$ cat src/rtl/pci_lock_tracker.sv
module pci_lock_tracker (
  input  logic clk,
  input  logic rst_n,
  input  logic frame_n,
  input  logic lock_n,
  input  logic irdy_n,
  input  logic trdy_n,
  input  logic addr_hit,
  output logic locked,
  output logic retry_req
);

  logic frame_q;   // FRAME# one clock earlier
  logic in_txn;    // current transaction targets this device
  logic cand;      // address clock looked like a lock entry
  logic pend;      // entry confirmed by LOCK#, waiting for data
  logic done_q;    // last data transfer happened in the previous clock

  wire addr_clk = !frame_n && frame_q;
  wire idle     = frame_n && irdy_n;
  wire xfer     = !irdy_n && !trdy_n && in_txn;
  wire arm      = cand && !lock_n;

  always_ff @(posedge clk or negedge rst_n) begin
    if (!rst_n) begin
      frame_q   <= 1'b1;
      in_txn    <= 1'b0;
      cand      <= 1'b0;
      pend      <= 1'b0;
      done_q    <= 1'b0;
      retry_req <= 1'b0;
    end else begin
      frame_q   <= frame_n;
      cand      <= addr_clk && addr_hit && !locked && lock_n;
      retry_req <= addr_clk && addr_hit && locked && !lock_n;
      done_q    <= xfer && frame_n;
      if (addr_clk)  in_txn <= addr_hit;
      else if (idle) in_txn <= 1'b0;
      if (addr_clk || idle) pend <= 1'b0;
      else if (arm)         pend <= 1'b1;
    end
  end

  always_ff @(posedge clk or negedge rst_n) begin
    if (!rst_n)                            locked <= 1'b0;
    else if ((pend || arm) && xfer)        locked <= 1'b1;
    else if (locked && done_q && lock_n)   locked <= 1'b0;
  end

  assert_retry_one_clock_R7: assert property (@(posedge clk) disable iff (!rst_n)
    retry_req |=> !retry_req);

  assert_retry_keeps_lock_R7: assert property (@(posedge clk) disable iff (!rst_n)
    retry_req |-> locked);

  assert_no_retry_unlocked_R6: assert property (@(posedge clk) disable iff (!rst_n)
    (addr_clk && !locked) |=> !retry_req);

  assert_owner_not_retried_R8: assert property (@(posedge clk) disable iff (!rst_n)
    (addr_clk && lock_n) |=> !retry_req);

  assert_entry_needs_data_R2: assert property (@(posedge clk) disable iff (!rst_n)
    $rose(locked) |-> $past(!irdy_n && !trdy_n));

  assert_release_needs_lock_high_R9: assert property (@(posedge clk) disable iff (!rst_n)
    $fell(locked) |-> $past(lock_n));

endmodule

$ cat config.mk
export PLATFORM = sky130hd
export DESIGN_NAME = pci_lock_tracker
export DESIGN_NICKNAME = d
export VERILOG_FILES = /design/src/rtl/pci_lock_tracker.sv
export SDC_FILE = /design/constraint.sdc
export NUM_CORES = 1
export LEC_CHECK = 0
export BUFFER_PORTS_ARGS = -buffer_cell sky130_fd_sc_hd__buf_4
export CORE_AREA = 2 2 39 41
export CTS_CLUSTER_SIZE = 10
export DETAILED_ROUTE_END_ITERATION = 6
export DIE_AREA = 0 0 41 43
export GPL_TIMING_DRIVEN = 0
export PLACE_DENSITY_LB_ADDON = 0.15
export SYNTH_ARGS = -nofsm -noshare
export SYNTH_HDL_FRONTEND = slang
export SYNTH_SLANG_ARGS = --single-unit
$ cat constraint.sdc
create_clock -name clk -period 1.4 [get_ports clk]
set_input_delay 0.28 -clock clk [delete_from_list [all_inputs] [get_ports clk]]
set_output_delay 0.28 -clock clk [all_outputs]
set_load 0.05 [all_outputs]
**Yosys cells after proc, flatten, opt, wreduce, memory -nomap -nowiden**

Cells that the tools add are included.

- Muxes and demuxes: 6
- Reductions and logical operators: 24
- Bitwise operators: 0
- Order comparisons: 0
- Multiply operators: 0
- Shift-type cells: 0
- Equal/unequal tests: 0
- Divide/modulo/power cells: 0
- $add $sub $neg: 0

Operators with widths:

| kind | count |
|---|---|
| 1-bit logical AND | 14 |
| 1-bit 2-to-1 mux | 6 |
| 2-bit nonzero test | 3 |
| 1-bit logical NOT | 5 |
| 1-bit logical OR | 2 |

- Latch bits: 0
- ROM bits: 0
- Word-level logic and storage cells: 37
- Flip-flop bits (word level): 7
- Memory bits (writable): 0
- Output and inout bits: 2
- Memories kept: 0
- Input port bits: 7

**Longest topological paths before layout**

Gate-level depths: netlist of run 1.

- Word-level depth: 5
- Depth in mapped cells: 3
- Gate-level depth less buffers: 3

**Least setup slack after synthesis of run 1**

No wires, ideal clock.

- Kind: register to register
- From: reg locked
- To: reg retry_req
- Data required time: 1320 ps
- Arrival time: 857 ps
- Setup slack: 463 ps
- Stages on the path, launching flop included: 2
- Path buffers: 0
- Period minus slack after synthesis: 937 ps
- Setup time: 80 ps
- Path through: dfrtp_1 -> nor3b_2

- Longest elaborated chain between the ends: 2

RTL lines:

| item | RTL line | source |
|---|---|---|
| start: declaration | 9 | `output logic locked,` |
| start signal: assignment | 45 | `if (!rst_n) locked <= 1'b0;` |
| start signal: assignment | 46 | `else if ((pend \|\| arm) && xfer) locked <= 1'b1;` |
| start signal: assignment | 47 | `else if (locked && done_q && lock_n) locked <= 1'b0;` |
| 1-bit logical AND (2 in series) | 35 | `retry_req <= addr_clk && addr_hit && locked && !lock_n;` |
| end signal: assignment | 35 |  |
| end: declaration | 10 | `output logic retry_req` |

No other way between the ends.
A chain may end at the register's enable or synchronous reset.

**Final worst setup path of run 1**

- From: reg locked
- To: out locked

No word-level cell between the ends.

==> results of run 1 <==
[worst paths after layout]
path / startpoint / end / slack, ns / cells after the start
worst min register to register: locked / cand / 0.49 / 1
worst max register to register: frame_q / cand / 0.52 / 2
min in group asynchronous: rst_n / pend / 0.39 / 2
worst max-delay path: locked / locked / 0.28 / 1
max in group asynchronous: rst_n / frame_q / 0.81 / 2
worst min-delay path: frame_n / frame_q / 0.17 / 1
[final cells by class]
cell class / count / area share (%)
Sequential cell: 7 / 45.2
Multi-Input combinational cell: 14 / 24.0
Timing Repair Buffer: 9 / 17.9
Clock buffer: 4 / 6.73
Tap cell: 16 / 5.13
Inverter: 1 / 0.962
[cells in the final DEF, fill, tap and decap left out]
cell                            Yosys  final
sky130_fd_sc_hd__nor2b_1            1      1
sky130_fd_sc_hd__dfstp_2            1      1
sky130_fd_sc_hd__and3_2             1      1
sky130_fd_sc_hd__nand2_1            5      5
sky130_fd_sc_hd__o21ai_0            1      1
sky130_fd_sc_hd__clkbuf_4           0      3
sky130_fd_sc_hd__a21oi_1            1      1
sky130_fd_sc_hd__nor3_1             1      1
sky130_fd_sc_hd__mux2i_1            1      1
sky130_fd_sc_hd__nand3b_4           1      1
sky130_fd_sc_hd__dfrtp_1            6      6
sky130_fd_sc_hd__clkbuf_1           0      1
sky130_fd_sc_hd__dlygate4sd3_1      0      1
sky130_fd_sc_hd__buf_4              0      8
sky130_fd_sc_hd__inv_1              1      1
sky130_fd_sc_hd__nor2_1             1      1
sky130_fd_sc_hd__nor3b_2            1      1
[routing by layer]
metal | global-route usage, % | wire [um] | up-vias
met3 | 3.14 | 44 | 0
met4 | 8.00 | 0 | 0
met2 | 9.06 | 216 | 8
met5 | 0 | 0 | -
li1 | - | - | 100
met1 | 8.88 | 214 | 91
[synthesized netlist by cell type, drive strengths merged]
| master | number | area (um2) |
|---|---|---|
| dfrtp | 6 | 150 |
| mux2i | 1 | 10.0 |
| nand2 | 5 | 18.8 |
| nand3b | 1 | 20.0 |
| nor3 | 1 | 5.00 |
| dfstp | 1 | 26.3 |
| and3 | 1 | 7.51 |
| inv | 1 | 3.75 |
| o21ai | 1 | 5.00 |
| nor2b | 1 | 6.26 |
| a21oi | 1 | 5.00 |
| nor2 | 1 | 3.75 |
| nor3b | 1 | 12.5 |
[state kept, by name, summed over array words and instances (netlist names)]
| signal | count |
|---|---|
| locked | 1 |
| frame_q | 1 |
| done_q | 1 |
| in_txn | 1 |
| pend | 1 |
| retry_req | 1 |
| cand | 1 |
[kinds of logic (layout without fill, tap and decap cells)]
| group | Yosys count | in the layout |
|---|---|---|
| flops | 7 | 7 |
| mux | 1 | 1 |
| buf+inv | 1 | 14 |
| simple gates | 11 | 11 |
| compound gates | 2 | 2 |
[per-stage QoR]
stage	instances	worst slack [ns]	cell area, um2	util (%)	hold WS, ns
floorplan	22	0.463	274	-	-0.0156
global placement	46	0.517	354	25.6	0.0964
detailed placement	46	0.508	354	25.6	0.0974
CTS	51	0.266	390	28.2	0.160
global route	51	0.241	390	28.2	0.165
finish	51	0.281	390	28.2	0.171
[report_power, final]
group | total, uW | leakage (uW) | internal, uW | switching (uW)
logic | 64.0 | 0.0000932 | 28.7 | 35.4
clock network | 173 | 0.0000150 | 108 | 65.2
registers | 222 | 0.0000925 | 215 | 7.47
==> metrics.log, run 1 <==
[metrics] element type at the critical path start: flip-flop
[metrics] final hold violation count: 0
[metrics] Storage cell area: approximately 180 um2
[metrics] endpoint arrival time on the critical path: 0.84 ns
[metrics] portion of netlist area occupied by mux cells: 3.65%
[metrics] endpoint required time on the critical path: between 1 and 1.5 ns
[metrics] register area share after synthesis: approximately 64%
[metrics] Max Clock Skew: 0.00157 ns
[metrics] slowest CP cell: sky130_fd_sc_hd__dfrtp_1
[metrics] # IOs: 9
[metrics] Max FO, Critical Path: 4
[metrics] max cap viols: 0
[metrics] cells traversed along the worst timing path: buf_4
[metrics] maximum VDD drop: about 0.00035 V
[metrics] XOR/XNOR share of the synthesized area: 0%
[metrics] relative slew slack: 88.3%
[metrics] Antenna Nets Post-Route: 0
[metrics] Detailed Route Iter0 Violations: 2
[metrics] clock tree from TritonCTS: done
[metrics] critical setup path kind: flip-flop to output port
[metrics] Die W: 41 um
[metrics] total setup violations reported at the end of the flow: 0
[metrics] via count: 199
[metrics] antenna fix cells: 0
[metrics] share of the clock period used by the worst path: 79.9%
[metrics] CTS hold repair buffers: 1
[metrics] drt pass-1 iters: 2
[metrics] static leakage: 0.000201 uW
[metrics] vias in the first global route: 206
[metrics] wire length of the first global-routing pass: ~790 um
[metrics] largest family of logic cells by synthesized area: simple AND/OR/NAND/NOR gates
[metrics] number of antenna violations at the first check in global routing: 0
[metrics] final routed wire length divided by cell count: 9.31 um
[metrics] H-tree lvl count: 1
[metrics] run status: finished clean
[metrics] Worst Setup End Kind: output port
[metrics] final slew viol count: 0
[metrics] area inside the core boundary: 1380 um2
[metrics] worst path buffer plus inverter count: 1
[metrics] buffer depth of the longest clock path: 2
[metrics] DP HPWL: 401 um
[metrics] Hold Path Class: input pin to flip-flop
[metrics] clock buffers created by TritonCTS: 3
[metrics] Gate Count Post-Synth: 22
[metrics] Via-to-Cell Ratio: 3.90
[metrics] Cell Pwr Density: 1180 nW/um2
[metrics] buffers inserted by post-CTS timing repair: 0
[metrics] total gr overflow: 0
[metrics] Port Buf Inserts: 8
[metrics] number of clock sinks: 7
[metrics] cell family with the largest share of critical-path delay: flip-flops
[metrics] Multi-input gate area: 93.8 um2
[metrics] total number of placement rows: 14
[metrics] Tot Pwr: 459 uW
[metrics] pin count of the biggest net entering global routing: 8
[metrics] setup repair after global routing missed its margin: no
[metrics] Skew-Pair Late Insertion Delay: 0.24 ns
[metrics] number of cells upsized or downsized after cts: 0
[metrics] proportion of layout cells with a drive suffix above 1: 42.9%
[metrics] clock transition time at the flip-flop clock pins of the worst setup and hold paths: 0.05 ns
[metrics] Worst Tran Pin Value: 0.170 ns
[metrics] number of synthesis warnings: 0
[metrics] DRC violation count after routing: 0
[metrics] RD Place Congestion: 0.586
[metrics] clock period minus final worst setup slack: 1.12 ns
[metrics] number of synthesized register bits: 7
[metrics] Die Height: 43 um
[metrics] total wire length: 475 um
[metrics] area growth from synthesis to final layout: 42.5%
[metrics] simple logic cell fraction of the synthesized area: 26.9%
[metrics] Setup Total Neg Slack: 0 ns
[metrics] count of nets after finishing: 43
[metrics] delay of the slowest cell on the worst path: 0.40 ns
[metrics] Starting Density: about a fifth
[metrics] synthesized area per cell: between 10 and 15 um2
[metrics] distinct cell type count of the synthesized netlist: 13
[metrics] Post-Syn Area: 274 um2
[metrics] GR Util All Layers: approximately 7.5%
[metrics] Net Count, Synth: 29
[metrics] share of the synthesized area in compound gates (AO/OA/AOI/OAI): under 10%
[metrics] Max Clock Freq: 894 MHz
[metrics] full die area: 1760 um2
[metrics] clock root buffer master: sky130_fd_sc_hd__clkbuf_4
[metrics] Filler Cells Inserted: 151
[metrics] Synth Area in Adders: 0%
No activity file was read; power rests on OpenSTA's default activity.
==> inputs of run 2 (changes only) <==
==> constraint.sdc (replaced) <==
create_clock -name clk -period 0.91 [get_ports clk]
set_input_delay 0.182 -clock clk [delete_from_list [all_inputs] [get_ports clk]]
set_output_delay 0.182 -clock clk [all_outputs]
set_load 0.05 [all_outputs]
==> run 2 against run 1 <==
The run now ends with setup timing left. Via count increased by 2.5%. Worst hold slack got worse by 0.10 ns. Final cell count increased by 2.0%. Critical path type unchanged. Largest power group unchanged.
==> metrics.log, run 2 (synthesis results as in run 1) <==
[metrics] number of antenna violations at the first check in global routing: 0 (unchanged)
[metrics] worst reg2reg endpoint: retry_req (was cand)
[metrics] DP HPWL: 401 um (about the same)
[metrics] Sw Share: 24.0% (was 23.5%)
[metrics] number of clock sinks: 7 (unchanged)
[metrics] proportion of layout cells with a drive suffix above 1: 52.8% (was 42.9%)
[metrics] static leakage: 0.000206 uW (was 0.000201 uW)
[metrics] total number of placement rows: 14 (unchanged)
[metrics] # IOs: 9 (unchanged)
[metrics] Gate power share: 16.3% (was 13.9%)
[metrics] Max FO, Critical Path: 2 (was 4)
[metrics] start point of the worst hold path: frame_n (unchanged)
[metrics] count of nets after finishing: 44 (was 43)
[metrics] Starting Density: 19.8% (unchanged)
[metrics] sequential power share: 46.7% (was 48.3%)
[metrics] final setup margin: -0.0718 ns (was 0.281 ns)
[metrics] Antenna Nets Post-Route: 0 (unchanged)
[metrics] cell family with the largest share of critical-path delay: flip-flops (unchanged)
[metrics] full die area: 1760 um2 (unchanged)
[metrics] Hold Path Class: input pin to flip-flop (unchanged)
[metrics] total setup violations reported at the end of the flow: 2 (was 0)
[metrics] Filler Cells Inserted: 151 (unchanged)
[metrics] clock root buffer master: sky130_fd_sc_hd__clkbuf_4 (unchanged)
[metrics] failing checks: setup timing
[metrics] Worst Setup Slack post-DPL: 0.0177 ns (was 0.508 ns)
[metrics] via count: 204 (was 199)
[metrics] element type at the critical path start: flip-flop (unchanged)
[metrics] Max Clock Skew: 0.00178 ns (was 0.00157 ns)
[metrics] vias in the first global route: 213 (was 206)
[metrics] Die Height: 43 um (unchanged)
[metrics] total gr overflow: 0 (unchanged)
[metrics] area inside the core boundary: 1380 um2 (unchanged)
[metrics] Port Buf Inserts: 8 (unchanged)
[metrics] wire length of the first global-routing pass: 828 um (was 793 um)
[metrics] Worst Tran Pin Value: 0.161 ns (was 0.170 ns)
[metrics] filler-free cell count of the finished design: 52 (was 51)
[metrics] endpoint of the worst hold path: frame_q (unchanged)
[metrics] most frequent cells in the layout: sky130_fd_sc_hd__buf_4 (7), sky130_fd_sc_hd__nand2_1 (5), sky130_fd_sc_hd__dfrtp_1 (5), sky130_fd_sc_hd__clkbuf_4 (3), sky130_fd_sc_hd__buf_6 (2) (was sky130_fd_sc_hd__buf_4 (8), sky130_fd_sc_hd__dfrtp_1 (6), sky130_fd_sc_hd__nand2_1 (5), sky130_fd_sc_hd__clkbuf_4 (3))
[metrics] slowest CP cell: sky130_fd_sc_hd__dfrtp_2 (was sky130_fd_sc_hd__dfrtp_1)
[metrics] Die W: 41 um (unchanged)
[metrics] H-tree lvl count: 1 (unchanged)
[metrics] placed insts: 46 (unchanged)
[metrics] origin of the critical flop-to-flop path: frame_q (unchanged)
[metrics] max cap viols: 0 (unchanged)
[metrics] Worst Hold Path Cells: 1 (unchanged)
[metrics] Detailed Route Iter0 Violations: 1 (was 2)
[metrics] worst path buffer plus inverter count: 1 (unchanged)
[metrics] clock period minus final worst setup slack: 0.982 ns
[metrics] endpoint required time on the critical path: 0.73 ns (was 1.12 ns)
[metrics] drt pass-1 iters: 3 (was 2)
[metrics] flop2flop setup slack: 0.02 ns (was 0.52 ns)
[metrics] buffer depth of the longest clock path: 2 (unchanged)
[metrics] endpoint arrival time on the critical path: 0.80 ns (was 0.84 ns)
[metrics] setup repair after global routing missed its margin: yes (was no)
[metrics] final slew viol count: 0 (unchanged)
[metrics] relative slew slack: 89.0% (was 88.3%)
[metrics] GR Util All Layers: 7.79% (was 7.48%)
[metrics] Cell Pwr Density: 1760 nW/um2 (was 1180 nW/um2)
[metrics] Multi-input gate area: 103 um2 (was 93.8 um2)
[metrics] final routed wire length divided by cell count: 9.56 um (was 9.31 um)
[metrics] clock transition time at the flip-flop clock pins of the worst setup and hold paths: 0.05 ns (about the same)
[metrics] Worst Setup End Kind: output port (unchanged)
[metrics] clock tree from TritonCTS: done (unchanged)
[metrics] cell internal power dissipation: 557 uW (was 351 uW)
[metrics] cells traversed along the worst timing path: buf_6 (was buf_4)
[metrics] final-layout worst hold slack: 0.0711 ns (was 0.171 ns)
[metrics] delay of the slowest cell on the worst path: 0.40 ns (about the same)
[metrics] share of the clock period used by the worst path: 108%
[metrics] area growth from synthesis to final layout: 51.6% (was 42.5%)
[metrics] total net switching power: 175 uW (was 108 uW)
[metrics] total wire length: 497 um (was 475 um)
[metrics] run status: finished with violations (was finished clean)
[metrics] Via-to-Cell Ratio: 3.92 (was 3.90)
[metrics] DRC violation count after routing: 0 (unchanged)
[metrics] most common cell after layout, fill and taps aside: sky130_fd_sc_hd__buf_4 (unchanged)
[metrics] Storage cell area: 178 um2 (was 176 um2)
[metrics] Skew-Pair Late Insertion Delay: 0.24 ns (about the same)
[metrics] maximum VDD drop: 0.000439 V (was 0.000346 V)
[metrics] portion of total power attributed to the clock network: 36.9% (was 37.7%)
[metrics] critical setup path kind: flip-flop to output port (unchanged)
[metrics] pin count of the biggest net entering global routing: 8 (unchanged)
[metrics] Max Clock Freq: 1020 MHz
[metrics] clock buffers created by TritonCTS: 3 (unchanged)
[metrics] cell count of the worst reg-to-reg path: 2 (unchanged)
[metrics] final hold violation count: 0 (unchanged)
[metrics] antenna fix cells: 0 (unchanged)
[metrics] RD Place Congestion: 0.585 (was 0.586)
run 2: cell types whose count changed in the layout (fill, tap and decap cells not counted), sizes merged:
cell | before | now
buf | 8 | 9
run 2: metrics by stage:
stage	power (uW)	utilization [%]	TNS [ns]	cell area (um2)
after floorplan	396	-	0	275
after CTS	745	29.4	-0.135	407
after global routing	780	30.0	-0.168	415
after global placement	444	25.7	0	355
after detailed placement	445	25.7	0	355
final	732	30.0	-0.102	415
run 2: layout make-up:
cell class	count	share of cell area [%]
Clock buffer	4	6.33
Inverter	1	0.904
Multi-Input combinational cell	14	24.7
Sequential cell	7	42.8
Tap cell	16	4.82
Timing Repair Buffer	10	20.5
run 2: what timing repair did:
action | in CTS | in global routing
setup buffers | 1 | 0
endpoints found under the hold margin | 7 | 0
gates resized for setup | 2 | 2
setup endpoints to repair | 2 | 4
hold buffers | 1 | 0
run 2: metal layers:
layer	share of wire, %	wire length, um	GRT usage, %
met1	43	216	8.88
met2	47	235	10.0
met3	9.1	45	3.14
met4	0	0	8.00
met5	0	0	0
run 2: how the worst max path moves through the flow:
stage                        from  endpoint  slack, ns  cells after the start
after floorplan           frame_q      pend       0.07                      2
after global placement    frame_q      pend       0.03                      2
after detailed placement  frame_q      cand       0.02                      2
after CTS                  locked    locked      -0.09                      1
after global routing       locked    locked      -0.11                      1
final                      locked    locked      -0.07                      1
run 2: power by group through the flow:
stage	registers [uW]	clock network [uW]	logic [uW]
4_1_cts	342	286	117
3_3_place_gp	348	0	96.2
6_report	342	270	119
3_5_place_dp	348	0	97.1
5_1_grt	344	304	132
2_1_floorplan	371	0	24.5
==> inputs of run 3 (changes only) <==
--- a/config.mk
+++ b/config.mk
@@ -7,6 +7,7 @@
 export LEC_CHECK = 0
 export BUFFER_PORTS_ARGS = -buffer_cell sky130_fd_sc_hd__buf_4
 export CORE_AREA = 2 2 39 41
+export CTS_BUF_LIST = sky130_fd_sc_hd__clkbuf_8 sky130_fd_sc_hd__clkbuf_16
 export CTS_CLUSTER_SIZE = 10
 export DETAILED_ROUTE_END_ITERATION = 6
 export DIE_AREA = 0 0 41 43
==> run 3 against run 2 <==
Sequential cell count unchanged. Sequential power about the same. Register-to-register slack about the same. The run still ends with setup timing left. Cell area up 5.4%. Maximum frequency up 1.8%. First-iteration DRC count unchanged. Wire length up 0.80%. Worst hold slack better by 0.025 ns. Global-route usage unchanged.
==> metrics.log, run 3 (synthesis results as in run 1) <==
[metrics] sequential power share: 39.3% (was 46.7%)
[metrics] Area after DPL: 355 um2 (unchanged)
[metrics] Die W: 41 um (unchanged)
[metrics] Worst Tran Pin Value: 0.161 ns (unchanged)
[metrics] cell internal power dissipation: 686 uW (was 557 uW)
[metrics] clock transition time at the flip-flop clock pins of the worst setup and hold paths: 0.04 ns (was 0.05 ns)
[metrics] worst setup path startpoint: locked (unchanged)
[metrics] Worst Setup End Kind: output port (unchanged)
[metrics] maximum VDD drop: 0.000588 V (was 0.000439 V)
[metrics] endpoint required time on the critical path: 0.73 ns (about the same)
[metrics] Antenna Nets Post-Route: 0 (unchanged)
[metrics] most common cell after layout, fill and taps aside: sky130_fd_sc_hd__buf_4 (unchanged)
[metrics] slowest CP cell: sky130_fd_sc_hd__dfrtp_2 (unchanged)
[metrics] vias in the first global route: 213 (unchanged)
[metrics] cells traversed along the worst timing path: buf_8 (was buf_6)
[metrics] Detailed Route Iter0 Violations: 1 (unchanged)
[metrics] origin of the critical flop-to-flop path: frame_q (unchanged)
[metrics] Max Clock Freq: 1040 MHz (was 1020 MHz)
[metrics] Worst Hold Path Cells: 1 (unchanged)
[metrics] Max FO, Critical Path: 2 (unchanged)
[metrics] DP HPWL: 401 um (unchanged)
[metrics] cell count of the worst reg-to-reg path: 2 (unchanged)
[metrics] failing checks: setup timing (unchanged)
[metrics] full die area: 1760 um2 (unchanged)
[metrics] Via-to-Cell Ratio: 3.92 (unchanged)
[metrics] Hold Path Class: input pin to flip-flop (unchanged)
[metrics] cell family with the largest share of critical-path delay: flip-flops (unchanged)
[metrics] delay of the slowest cell on the worst path: 0.41 ns (was 0.40 ns)
[metrics] Design Area, Final: 438 um2 (was 415 um2)
[metrics] number of antenna violations at the first check in global routing: 0 (unchanged)
[metrics] Sw Share: 21.8% (was 24.0%)
[metrics] met1 wire length: 220 um (was 216 um)
[metrics] met3 layer wire length in the routed design: 44 um (was 45 um)
[metrics] clock buffers created by TritonCTS: 3 (unchanged)
[metrics] worst path buffer plus inverter count: 1 (unchanged)
[metrics] max layer used: met3 (unchanged)
[metrics] endpoint arrival time on the critical path: 0.78 ns (was 0.80 ns)
[metrics] count of nets after finishing: 44 (unchanged)
[metrics] final slew viol count: 0 (unchanged)
[metrics] max cap viols: 0 (unchanged)
[metrics] antenna fix cells: 0 (unchanged)
[metrics] static leakage: 0.000219 uW (was 0.000206 uW)
[metrics] GR Util All Layers: 7.79% (unchanged)
[metrics] via count: 204 (unchanged)
[metrics] share of the clock period used by the worst path: 106% (was 108%)
[metrics] clock root buffer master: sky130_fd_sc_hd__clkbuf_8 (was sky130_fd_sc_hd__clkbuf_4)
[metrics] total setup violations reported at the end of the flow: 2 (unchanged)
[metrics] total net switching power: 191 uW (was 175 uW)
[metrics] final hold violation count: 0 (unchanged)
[metrics] element type at the critical path start: flip-flop (unchanged)
[metrics] buffer depth of the longest clock path: 2 (unchanged)
[metrics] area inside the core boundary: 1380 um2 (unchanged)
[metrics] Skew-Pair Late Insertion Delay: 0.22 ns (was 0.24 ns)
[metrics] final-layout worst hold slack: 0.0962 ns (was 0.0711 ns)
[metrics] total number of placement rows: 14 (unchanged)
[metrics] # IOs: 9 (unchanged)
[metrics] DRC violation count after routing: 0 (unchanged)
[metrics] Gate power share: 14.2% (was 16.3%)
[metrics] total wire length: 501 um (was 497 um)
[metrics] final setup margin: -0.0543 ns (was -0.0718 ns)
[metrics] flop2flop setup slack: 0.02 ns (about the same)
[metrics] clock tree from TritonCTS: done (unchanged)
[metrics] clock period minus final worst setup slack: 0.964 ns (was 0.982 ns)
[metrics] total gr overflow: 0 (unchanged)
[metrics] total stage count of the critical path: 1 (unchanged)
[metrics] setup repair after global routing missed its margin: yes (unchanged)
[metrics] relative slew slack: 89.0% (unchanged)
[metrics] portion of total power attributed to the clock network: 46.6% (was 36.9%)
[metrics] Max Clock Skew: 0.000972 ns (was 0.00178 ns)
[metrics] placed insts: 46 (unchanged)
[metrics] Setup Total Neg Slack: -0.0592 ns (was -0.102 ns)
[metrics] H-tree lvl count: 1 (unchanged)
[metrics] most frequent cells in the layout: sky130_fd_sc_hd__buf_4 (7), sky130_fd_sc_hd__nand2_1 (5), sky130_fd_sc_hd__dfrtp_1 (5), sky130_fd_sc_hd__clkbuf_8 (3), sky130_fd_sc_hd__inv_1 (2) (was sky130_fd_sc_hd__buf_4 (7), sky130_fd_sc_hd__nand2_1 (5), sky130_fd_sc_hd__dfrtp_1 (5), sky130_fd_sc_hd__clkbuf_4 (3), sky130_fd_sc_hd__buf_6 (2))
[metrics] Starting Density: 19.8% (unchanged)
[metrics] RD Place Congestion: 0.585 (unchanged)
[metrics] number of clock sinks: 7 (unchanged)
[metrics] final routed wire length divided by cell count: 9.63 um (was 9.56 um)
[metrics] area growth from synthesis to final layout: 59.8% (was 51.6%)
[metrics] wire length of the first global-routing pass: 828 um (unchanged)
[metrics] Port Buf Inserts: 8 (unchanged)
[metrics] filler-free cell count of the finished design: 52 (unchanged)
[metrics] critical setup path kind: flip-flop to output port (unchanged)
[metrics] run status: finished with violations (unchanged)
[metrics] Die Height: 43 um (unchanged)
[metrics] start point of the worst hold path: frame_n (unchanged)
[metrics] Detail Route met2 WL: 236 um (was 235 um)
[metrics] drt pass-1 iters: 3 (unchanged)
[metrics] Cell Pwr Density: 2000 nW/um2 (was 1760 nW/um2)
[metrics] proportion of layout cells with a drive suffix above 1: 52.8% (unchanged)
[metrics] pin count of the biggest net entering global routing: 8 (unchanged)
-- run 3: cell types whose count changed in the layout (fill, tap and decap cells not counted) --
cell | previous run | this run
sky130_fd_sc_hd__buf_6 | 2 | 1
sky130_fd_sc_hd__clkbuf_8 | 0 | 3
sky130_fd_sc_hd__clkbuf_4 | 3 | 0
sky130_fd_sc_hd__buf_8 | 0 | 1
sky130_fd_sc_hd__clkbuf_1 | 1 | 0
sky130_fd_sc_hd__inv_1 | 1 | 2
-- run 3: metrics by stage --
step                utilization (%)  total power [uW]  worst slack [ns]
floorplan                         -               396            0.0692
global placement               25.7               444            0.0269
detailed placement             25.7               445            0.0177
CTS                            31.0               894           -0.0663
global route                   31.6               931           -0.0783
finish                         31.6               877           -0.0543
-- run 3: path summary, 6_finish.rpt --
kind	end
min	frame_q
min in group asynchronous	pend
max	locked
min reg2reg	in_txn
max reg2reg	retry_req
max in group asynchronous	frame_q
-- run 3: power groups by stage --
stage	Sequential, uW	Clock, uW	Combinational (uW)
after floorplan	371	0	24.5
after global placement	348	0	96.2
after detailed placement	348	0	97.1
after CTS	344	428	122
after global routing	347	447	137
final	344	409	124
-- run 3: area by class of cell --
cell class / instances / area [um2]
multi-input combinational: 14 / 103
sequential: 7 / 178
clock buffer: 3 / 41.3
tap: 16 / 20.0
clock inverter: 1 / 3.75
timing repair buffer: 10 / 88.8
inverter: 1 / 3.75
fill: 145 / 946
-- run 3: repair_timing --
action / CTS / global route
resized for setup: 3 / 2
endpoints found under the hold margin: 7 / 0
hold buffers: 1 / 0
pin swaps: 0 / 0
setup buffers: 1 / 0
setup endpoints to repair: 2 / 4
-- run 3: routing by layer --
metal / vias to the layer above / GRT usage [%]
met5: - / 0
met4: 0 / 8.00
met3: 0 / 3.14
met2: 8 / 10.0
met1: 97 / 8.88
li1: 99 / -
